### config.mk
export PLATFORM = sky130hd
export DESIGN_NAME = hys_toggle_ctrl
export DESIGN_NICKNAME = d
export VERILOG_FILES = /design/src/rtl/hys_pkg.sv /design/src/rtl/hys_cmp_select.sv /design/src/rtl/hys_trigger.sv /design/src/rtl/hys_phase_reg.sv /design/src/rtl/hys_toggle_ctrl.sv
export SDC_FILE = /design/constraint.sdc
export NUM_CORES = 1
export LEC_CHECK = 0
export BUFFER_PORTS_ARGS = -buffer_cell sky130_fd_sc_hd__buf_4
export CAP_MARGIN = 0
export CORE_ASPECT_RATIO = 0.9
export CORE_MARGIN = 2
export CORE_UTILIZATION = 46
export CTS_CLUSTER_SIZE = 20
export DETAILED_ROUTE_END_ITERATION = 6
export HOLD_SLACK_MARGIN = 0.05
export PLACE_DENSITY = 0.72
export RECOVER_POWER = 100
export SYNTH_ARGS = -nofsm -noshare
export SYNTH_HDL_FRONTEND = slang
export SYNTH_SLANG_ARGS = --single-unit
### constraint.sdc
create_clock -name clk -period 1.4 [get_ports clk]
set_input_delay 0.28 -clock clk [delete_from_list [all_inputs] [get_ports clk]]
set_output_delay 0.28 -clock clk [all_outputs]
set_load 0.1 [all_outputs]
### src/rtl/hys_pkg.sv
package hys_pkg;
  localparam int NUM_MODES = 4;

  typedef enum logic [1:0] {
    MODE_1V0  = 2'd0,
    MODE_0V9  = 2'd1,
    MODE_0V67 = 2'd2,
    MODE_0V5  = 2'd3
  } conv_mode_e;

  // the low-voltage 2:1 mode from the 1 V rail runs on one comparator
  function automatic logic mode_is_single(conv_mode_e m);
    return (m == MODE_0V5);
  endfunction
endpackage

### src/rtl/hys_cmp_select.sv
module hys_cmp_select
  import hys_pkg::*;
(
  input  conv_mode_e             mode_i,
  input  logic                   single_i,
  input  logic                   rise_i,
  input  logic                   fall_i,
  output logic                   below_o,
  output logic                   pair_en_o,
  output logic [NUM_MODES-1:0]   ref_sel_o
);
  always_comb begin
    pair_en_o = !mode_is_single(mode_i);
    below_o   = pair_en_o ? (rise_i | fall_i) : single_i;
  end

  for (genvar g = 0; g < NUM_MODES; g++) begin : g_ref
    assign ref_sel_o[g] = (mode_i == conv_mode_e'(g));
  end
endmodule

### src/rtl/hys_trigger.sv
module hys_trigger #(
  parameter int LIM_W   = 8,
  parameter int MIN_GAP = 4
) (
  input  logic             clk,
  input  logic             rst_ni,
  input  logic             clr_i,
  input  logic             below_i,
  input  logic [LIM_W-1:0] limit_i,
  output logic             edge_o,
  output logic             force_o
);
  localparam logic [LIM_W-1:0] GAP_V = LIM_W'(MIN_GAP);

  logic             seen_q, seen_d;
  logic [LIM_W-1:0] cnt_q, cnt_d;
  logic [LIM_W-1:0] lim_eff, lim_m1;

  always_comb begin
    lim_eff = (limit_i < GAP_V) ? GAP_V : limit_i;
    lim_m1  = lim_eff - 1'b1;
  end

  always_comb begin
    seen_d  = seen_q;
    cnt_d   = cnt_q;
    edge_o  = 1'b0;
    force_o = 1'b0;
    if (clr_i || !below_i) begin
      seen_d = 1'b0;
      cnt_d  = '0;
    end else if (!seen_q) begin
      seen_d = 1'b1;
      cnt_d  = '0;
      edge_o = 1'b1;
    end else if (cnt_q == lim_m1) begin
      cnt_d   = '0;
      force_o = 1'b1;
    end else begin
      cnt_d = cnt_q + 1'b1;
    end
  end

  always_ff @(posedge clk or negedge rst_ni) begin
    if (!rst_ni) begin
      seen_q <= 1'b0;
      cnt_q  <= '0;
    end else begin
      seen_q <= seen_d;
      cnt_q  <= cnt_d;
    end
  end
endmodule

### src/rtl/hys_phase_reg.sv
module hys_phase_reg
  import hys_pkg::*;
#(
  parameter int CNT_W = 16
) (
  input  logic             clk,
  input  logic             rst_ni,
  input  logic             hold_i,
  input  conv_mode_e       mode_req_i,
  input  logic             edge_i,
  input  logic             force_i,
  output logic             toggle_o,
  output conv_mode_e       mode_o,
  output logic [CNT_W-1:0] tcnt_o,
  output logic [CNT_W-1:0] fcnt_o
);
  logic             tog_d, tcnt_en, fcnt_en, mode_en;
  logic [CNT_W-1:0] tcnt_d, fcnt_d;

  always_comb begin
    mode_en = hold_i;
    tcnt_en = !hold_i && (edge_i || force_i);
    fcnt_en = !hold_i && force_i;
    tog_d   = hold_i ? 1'b0 : (tcnt_en ? !toggle_o : toggle_o);
    tcnt_d  = tcnt_o + 1'b1;
    fcnt_d  = fcnt_o + 1'b1;
  end

  always_ff @(posedge clk or negedge rst_ni) begin
    if (!rst_ni) begin
      toggle_o <= 1'b0;
      mode_o   <= MODE_1V0;
      tcnt_o   <= '0;
      fcnt_o   <= '0;
    end else begin
      toggle_o <= tog_d;
      if (mode_en) mode_o <= mode_req_i;
      if (tcnt_en) tcnt_o <= tcnt_d;
      if (fcnt_en) fcnt_o <= fcnt_d;
    end
  end
endmodule

### src/rtl/hys_toggle_ctrl.sv
module hys_toggle_ctrl
  import hys_pkg::*;
#(
  parameter int LIM_W   = 8,
  parameter int CNT_W   = 16,
  parameter int MIN_GAP = 4
) (
  input  logic             clk,
  input  logic             rst_n,
  input  logic [1:0]       mode_sel_i,
  input  logic             mode_hold_i,
  input  logic             cmp_single_i,
  input  logic             cmp_rise_i,
  input  logic             cmp_fall_i,
  input  logic [LIM_W-1:0] ovf_limit_i,
  output logic             toggle_o,
  output logic [3:0]       ref_sel_o,
  output logic             cmp_pair_en_o,
  output logic [CNT_W-1:0] toggle_cnt_o,
  output logic [CNT_W-1:0] forced_cnt_o
);
  logic [1:0] rst_sync_q;
  logic       rst_int_n;
  conv_mode_e mode_q;
  logic       below, evt_edge, evt_force;

  // asynchronous assert, synchronous release
  always_ff @(posedge clk or negedge rst_n) begin
    if (!rst_n) rst_sync_q <= 2'b00;
    else        rst_sync_q <= {rst_sync_q[0], 1'b1};
  end
  assign rst_int_n = rst_sync_q[1];

  hys_cmp_select u_sel (
    .mode_i    (mode_q),
    .single_i  (cmp_single_i),
    .rise_i    (cmp_rise_i),
    .fall_i    (cmp_fall_i),
    .below_o   (below),
    .pair_en_o (cmp_pair_en_o),
    .ref_sel_o (ref_sel_o)
  );

  hys_trigger #(.LIM_W(LIM_W), .MIN_GAP(MIN_GAP)) u_trig (
    .clk     (clk),
    .rst_ni  (rst_int_n),
    .clr_i   (mode_hold_i),
    .below_i (below),
    .limit_i (ovf_limit_i),
    .edge_o  (evt_edge),
    .force_o (evt_force)
  );

  hys_phase_reg #(.CNT_W(CNT_W)) u_phase (
    .clk        (clk),
    .rst_ni     (rst_int_n),
    .hold_i     (mode_hold_i),
    .mode_req_i (conv_mode_e'(mode_sel_i)),
    .edge_i     (evt_edge),
    .force_i    (evt_force),
    .toggle_o   (toggle_o),
    .mode_o     (mode_q),
    .tcnt_o     (toggle_cnt_o),
    .fcnt_o     (forced_cnt_o)
  );
endmodule

After elaboration in Yosys (flattened, before gate mapping)
Index checks and enable logic that the tools add are counted.
Storage, ports and cells
  logic and storage cells: 40
  output and inout port bits: 38
  bits of input ports: 16
  register bits: 46
Operators by class
  equality and inequality tests: 4
  magnitude comparators: 1
  $add $sub $neg: 4
  bitwise gates (word level): 1
  muxes and demuxes: 13
  reductions and logical operators: 10
Operator list (count)
  16-bit by 1-bit adder with 16-bit output, second input constant: 2
  8-bit two-way mux: 4
  1-bit two-way mux: 9
  8-bit by 1-bit adder with 8-bit output, second input constant: 1
  8-bit equality test: 1
  8-bit by 3-bit < comparator with 1-bit output, second input constant: 1
  8-bit by 1-bit subtractor with 8-bit output, second input constant: 1
  2-bit equality test, second input constant: 2
  1-bit zero test: 4
  2-bit by 1-bit equality test with 1-bit output, second input constant: 1
  1-bit logical AND: 2
  2-bit zero test: 1
  1-bit logical OR: 2
  2-bit nonzero test: 1
  1-bit bitwise OR: 1

Longest topological paths before layout
  depth in word-level cells: 11
  mapped depth: 15
  depth with buffers taken out: 11

Cells and area by module
From an unflattened synthesis, not the netlist that was laid out.
Unflattened totals
  cell total of the unflattened synthesis: 220
  area, all modules: 2437.3 µm²
Modules (own cells, without submodules)
  hys_phase_reg: seq. area each 875.8 µm², area each 1576.5 µm², cells an instance 128, instances 1
  hys_trigger: seq. area each 225.2 µm², area each 759.5 µm², cells an instance 81, instances 1
  hys_toggle_ctrl: seq. area each 50.0 µm², area each 53.8 µm², cells an instance 3, instances 1
  hys_cmp_select: seq. area each 0.0 µm², area each 47.5 µm², cells an instance 8, instances 1

Worst setup path after synthesis
No wires, ideal clock.
  path kind: input to register
  start point: in ovf_limit_i[4]
  end point: reg u_phase.tcnt_o[14]
  slack: -1.936 ns
  library setup time: 0.162 ns
  required time: 1.238 ns
  arrival time: 3.174 ns
  stages: 15
  path buffers: 4
  path through: or4_1 -> buf_2 -> or3_1 -> buf_2 -> nand2_1 -> ha_1 -> nand2_1 -> nor4_1 -> a211oi_1 -> or2_2 -> o41a_1 -> buf_6 -> buf_6 -> nor3_1 -> xor2_1
Between the ends
  cells in the longest elaborated chain, start to end: 9
Ends and longest elaborated chain
  start, declared: RTL line hys_toggle_ctrl.sv:15  | input logic [LIM_W-1:0] ovf_limit_i,
  8-bit by 3-bit < comparator with 1-bit output: RTL line hys_trigger.sv:20  | lim_eff = (limit_i < GAP_V) ? GAP_V : limit_i;
  8-bit two-way mux *: RTL line hys_trigger.sv:20
  8-bit by 1-bit subtractor with 8-bit output *: RTL line hys_trigger.sv:21  | lim_m1 = lim_eff - 1'b1;
  8-bit equality test *: RTL line hys_trigger.sv:36  | end else if (cnt_q == lim_m1) begin
  1-bit two-way mux *: RTL line hys_trigger.sv:36
  1-bit two-way mux *: RTL line hys_trigger.sv:32  | end else if (!seen_q) begin
  1-bit two-way mux *: RTL line hys_trigger.sv:29  | if (clr_i || !below_i) begin
  1-bit logical OR *: RTL line hys_phase_reg.sv:22  | tcnt_en = !hold_i && (edge_i || force_i);
  1-bit logical AND *: RTL line hys_phase_reg.sv:22
  end signal, assigned: RTL line hys_phase_reg.sv:38  | if (tcnt_en) tcnt_o <= tcnt_d;
  end, declared: RTL line hys_phase_reg.sv:14  | output logic [CNT_W-1:0] tcnt_o,
Mark *: on every way between the ends. The rest lies on a longest branch, timed or not.
A chain may end at the register's enable or synchronous reset.

Final worst setup path
  start point: in ovf_limit_i[4]
  end point: reg u_phase.tcnt_o[13]
Same word-level chain as after synthesis.

==> results.md <==
* Critical-path cell list: buf_6 -> or4_4 -> or3_4 -> nand2_2 -> ha_4 -> xnor2_2 -> nor2b_1 -> mux2i_1 -> or2_4 -> o41a_1 -> buf_12 -> nor4_4 -> xor2_1
* Commonest register cell after synthesis: sky130_fd_sc_hd__dfrtp_1
* Initial antenna violation count at 0
* Number of flops mapped to enable cells by yosys at 0
* Buffers added on ports at 53
* End of the worst register-to-register path: u_phase.tcnt_o[13]
* R2r setup slk at -1.21 ns
* Family with the most delay on the worst path: simple AND/OR/NAND/NOR gates
* Routed vias at 2,292
* Timing-limited maximum frequency at 336 MHz
* Global placer's final weighted congestion at 0.826
* Dominant cell type by area after synthesis: sky130_fd_sc_hd__dfrtp_1
* Final Max Slew Viols at 0
* HPWL Detailed at 4430 µm
* Static leakage at 1.97 nW
* Launching point of the worst reg2reg path: u_trig.cnt_q[0]
* Vias in the first global route at 2,367
* Commonest non-fill, non-tap cell in the layout: sky130_fd_sc_hd__buf_4
* Warnings, synthesis at 0
* Share of synthesized area occupied by flip-flops and latches at 0.467
* Average routed wire per standard cell at 15.8 µm
* Effective utilization at floorplan at 0.472
* RSZ-0062 raised after global routing: true
* Most frequent cells in the layout: 65 x sky130_fd_sc_hd__buf_4, 45 x sky130_fd_sc_hd__dfrtp_1, 19 x sky130_fd_sc_hd__buf_6
* Final setup violation count at 47
* Required time at the worst-slack endpoint at 1.62 ns
* Shortest period the worst path allows at 2.97 ns
* DRC Markers at 0
* Synthesized area at 0.00246 mm²
* Cell count of the worst hold path at 2
* Core Rows at 25
* Hold-critical path endpoint: u_phase.mode_o[1]
* Clock root cell: sky130_fd_sc_hd__clkbuf_8
* Cell with the biggest individual delay on the critical path: sky130_fd_sc_hd__or4_4
* Number of nets produced by synthesis at 263
* Buffers & Inverters on Critical Path at 2
* Avg Vias per Cell at 5.32
* Final layout net count at 383
* Sink Count at 46
* TritonRoute pass-1 iters at 4
* Detailed Route WL at 6830 µm
* TritonCTS clock tree: done
* Avg Cell Area, Syn at 10.1 µm²
* Worst Tran Pin Value at 0.991 ns
* Type of element launching the critical path: input port
* Global-route wire length before repair at 11,000 µm
* Relative max-transition margin at 0.331
* Post-synthesis async set-or-reset flop share at 1.00
* Total GRT Usage at 0.237
* Worst Skew at 0.00472 ns
* Worst vdd ir at 0.00230 V
* Setup Total Neg Slack at -60.04 ns
* Core area at 0.00522 mm²
* Flip-flop and latch count after synthesis at 46
* Number of antenna diodes at 0
* DIE HEIGHT at 73.4 µm
* Fin worst setup slack at -1.57 ns
* Number of standard cells in the final layout excluding fillers at 431
* Chip Width at 81.1 µm
* Logic depth of the worst register-to-register path at 8
* Overall die area at 0.00596 mm²
* Area overhead of the layout relative to synthesis at 61.7%
* Proportion of netlist area held by the largest area contributor at 0.467
* Iteration-0 DRC count of the detailed router at 99
* Final-report hold violation count at 0
* Overflow left after global routing at 0
* Clk_lat worst skew at 0.30 ns
* Violations in the final reports: setup timing
* Number of placed instances, taps included at 411
* Number of nets still failing antenna checks after routing at 0
* Outcome: finished, violations left
* Sum of internal, switching and leakage power at 3.89 mW
* Htree depth at 2
* Largest fanout of any net on the critical path at 9
* Clock-pin slew reported for the worst setup and hold paths after clock tree synthesis at 0.08 ns
* Largest stage delay on the critical path at 0.53 ns
* Cell count after synthesis at 243
* Critical path arrival at 3.20 ns
* Leading post-synthesis cells by cell area: sky130_fd_sc_hd__dfrtp_1 47%, sky130_fd_sc_hd__xnor2_1 8.2%, sky130_fd_sc_hd__xor2_1 6.0%, sky130_fd_sc_hd__nand3_1 2.8%, sky130_fd_sc_hd__nand4_1 2.8%
* Maximum buffer depth of the clock tree at 2
* Io pins at 54
* Final cycle utilization of the critical path at 2.12
* TritonCTS Buffers at 5
* Type of the most critical hold path: input port to flip-flop
* Worst Setup End Kind: flip-flop
* Proportion of layout cells with a drive suffix above 1 at 0.497
* Power per standard cell area at 975 mW/mm²
* Pre-CTS setup slack at -2.00 ns
* Count of maximum capacitance violations at 0
* Yosys cell types at 47
* Critical Setup Path Class: input port to flip-flop
* Startpoint of the lowest-slack hold path: mode_sel_i[1]
* Maximum number of pins on one net before global-route repair at 45
stage by stage:
| step | hold slack (ns) | cell area (µm²) | util |
|---|---|---|---|
| finish | 0.216 | 3980 | 0.763 |
| global route | 0.216 | 3980 | 0.763 |
| CTS | 0.213 | 3890 | 0.744 |
| detailed placement | 0.0643 | 3470 | 0.664 |
| global placement | 0.0625 | 3470 | 0.664 |
| floorplan | -0.0156 | 2590 | - |
routing by layer:
metal,wire [µm],part of all wire,GRT usage
met5,0,0,0
met4,55,0.0081,0.0640
met2,3550,0.52,0.404
met3,243,0.036,0.0369
met1,2980,0.44,0.315
cells by family (layout without fill, tap and decap cells):
group / count (synthesis) / after routing / synth area share
multiplexers: 6 / 6 / 0.0264
other: 1 / 1 / 0.00152
XOR/XNOR: 40 / 40 / 0.142
adder cells (fa/ha/maj): 4 / 4 / 0.0203
flip-flops: 46 / 46 / 0.467
AO/OA/AOI/OAI: 23 / 23 / 0.0716
buffers and inverters: 18 / 139 / 0.0361
AND/OR/NAND/NOR: 105 / 105 / 0.235
Yosys cell counts (5+ instances only):
| cell | n |
|---|---|
| sky130_fd_sc_hd__dfrtp_1 | 46 |
| sky130_fd_sc_hd__xnor2_1 | 23 |
| sky130_fd_sc_hd__xor2_1 | 17 |
| sky130_fd_sc_hd__nand2_1 | 16 |
| sky130_fd_sc_hd__nor2_1 | 16 |
| sky130_fd_sc_hd__nand3_1 | 14 |
| sky130_fd_sc_hd__nand4_1 | 11 |
| sky130_fd_sc_hd__and3_1 | 9 |
| sky130_fd_sc_hd__inv_1 | 9 |
| sky130_fd_sc_hd__nor4_1 | 8 |
| sky130_fd_sc_hd__nor3_1 | 6 |
| sky130_fd_sc_hd__and2_1 | 5 |
| sky130_fd_sc_hd__nor2b_1 | 5 |
power breakdown:
group	internal, mW	switching, mW
Clock	0.399	0.439
Combinational	0.463	1.06
Sequential	1.42	0.103
timing repair:
| item | in CTS | in global routing |
|---|---|---|
| hold buffers | 1 | 0 |
| endpoints found under the setup margin | 46 | 48 |
| gates resized for setup | 54 | 36 |
| gates cloned | 2 | 0 |
| buffers inserted | 6 | 7 |
| pin swaps | 25 | 9 |
| hold endpoints to repair | 2 | 0 |
worst max-delay path by stage:
stage                        start            endpoint  cells after the start
floorplan           ovf_limit_i[4]   u_phase.tcnt_o[8]                     15
global placement    ovf_limit_i[4]   u_phase.tcnt_o[9]                     13
detailed placement  ovf_limit_i[4]   u_phase.tcnt_o[9]                     13
CTS                 ovf_limit_i[4]   u_phase.tcnt_o[8]                     14
global route        ovf_limit_i[4]  u_phase.tcnt_o[11]                     13
finish              ovf_limit_i[4]  u_phase.tcnt_o[13]                     13
registers in the layout (all words and copies together) (netlist names):
signal,count
u_phase.fcnt_o,16
u_phase.tcnt_o,16
u_trig.cnt_q,8
rst_sync_q,2
u_phase.mode_o,2
u_phase.toggle_o,1
u_trig.seen_q,1
cell type report:
cell class	count	area, µm²
tap	67	83.8
clock buffer	7	86.3
multi-input combinational	179	1600
timing repair buffer	122	1020
sequential	46	1150
inverter	9	37.5
fill	360	1240
clock inverter	1	5.00
(Power assumes the default switching activity.)
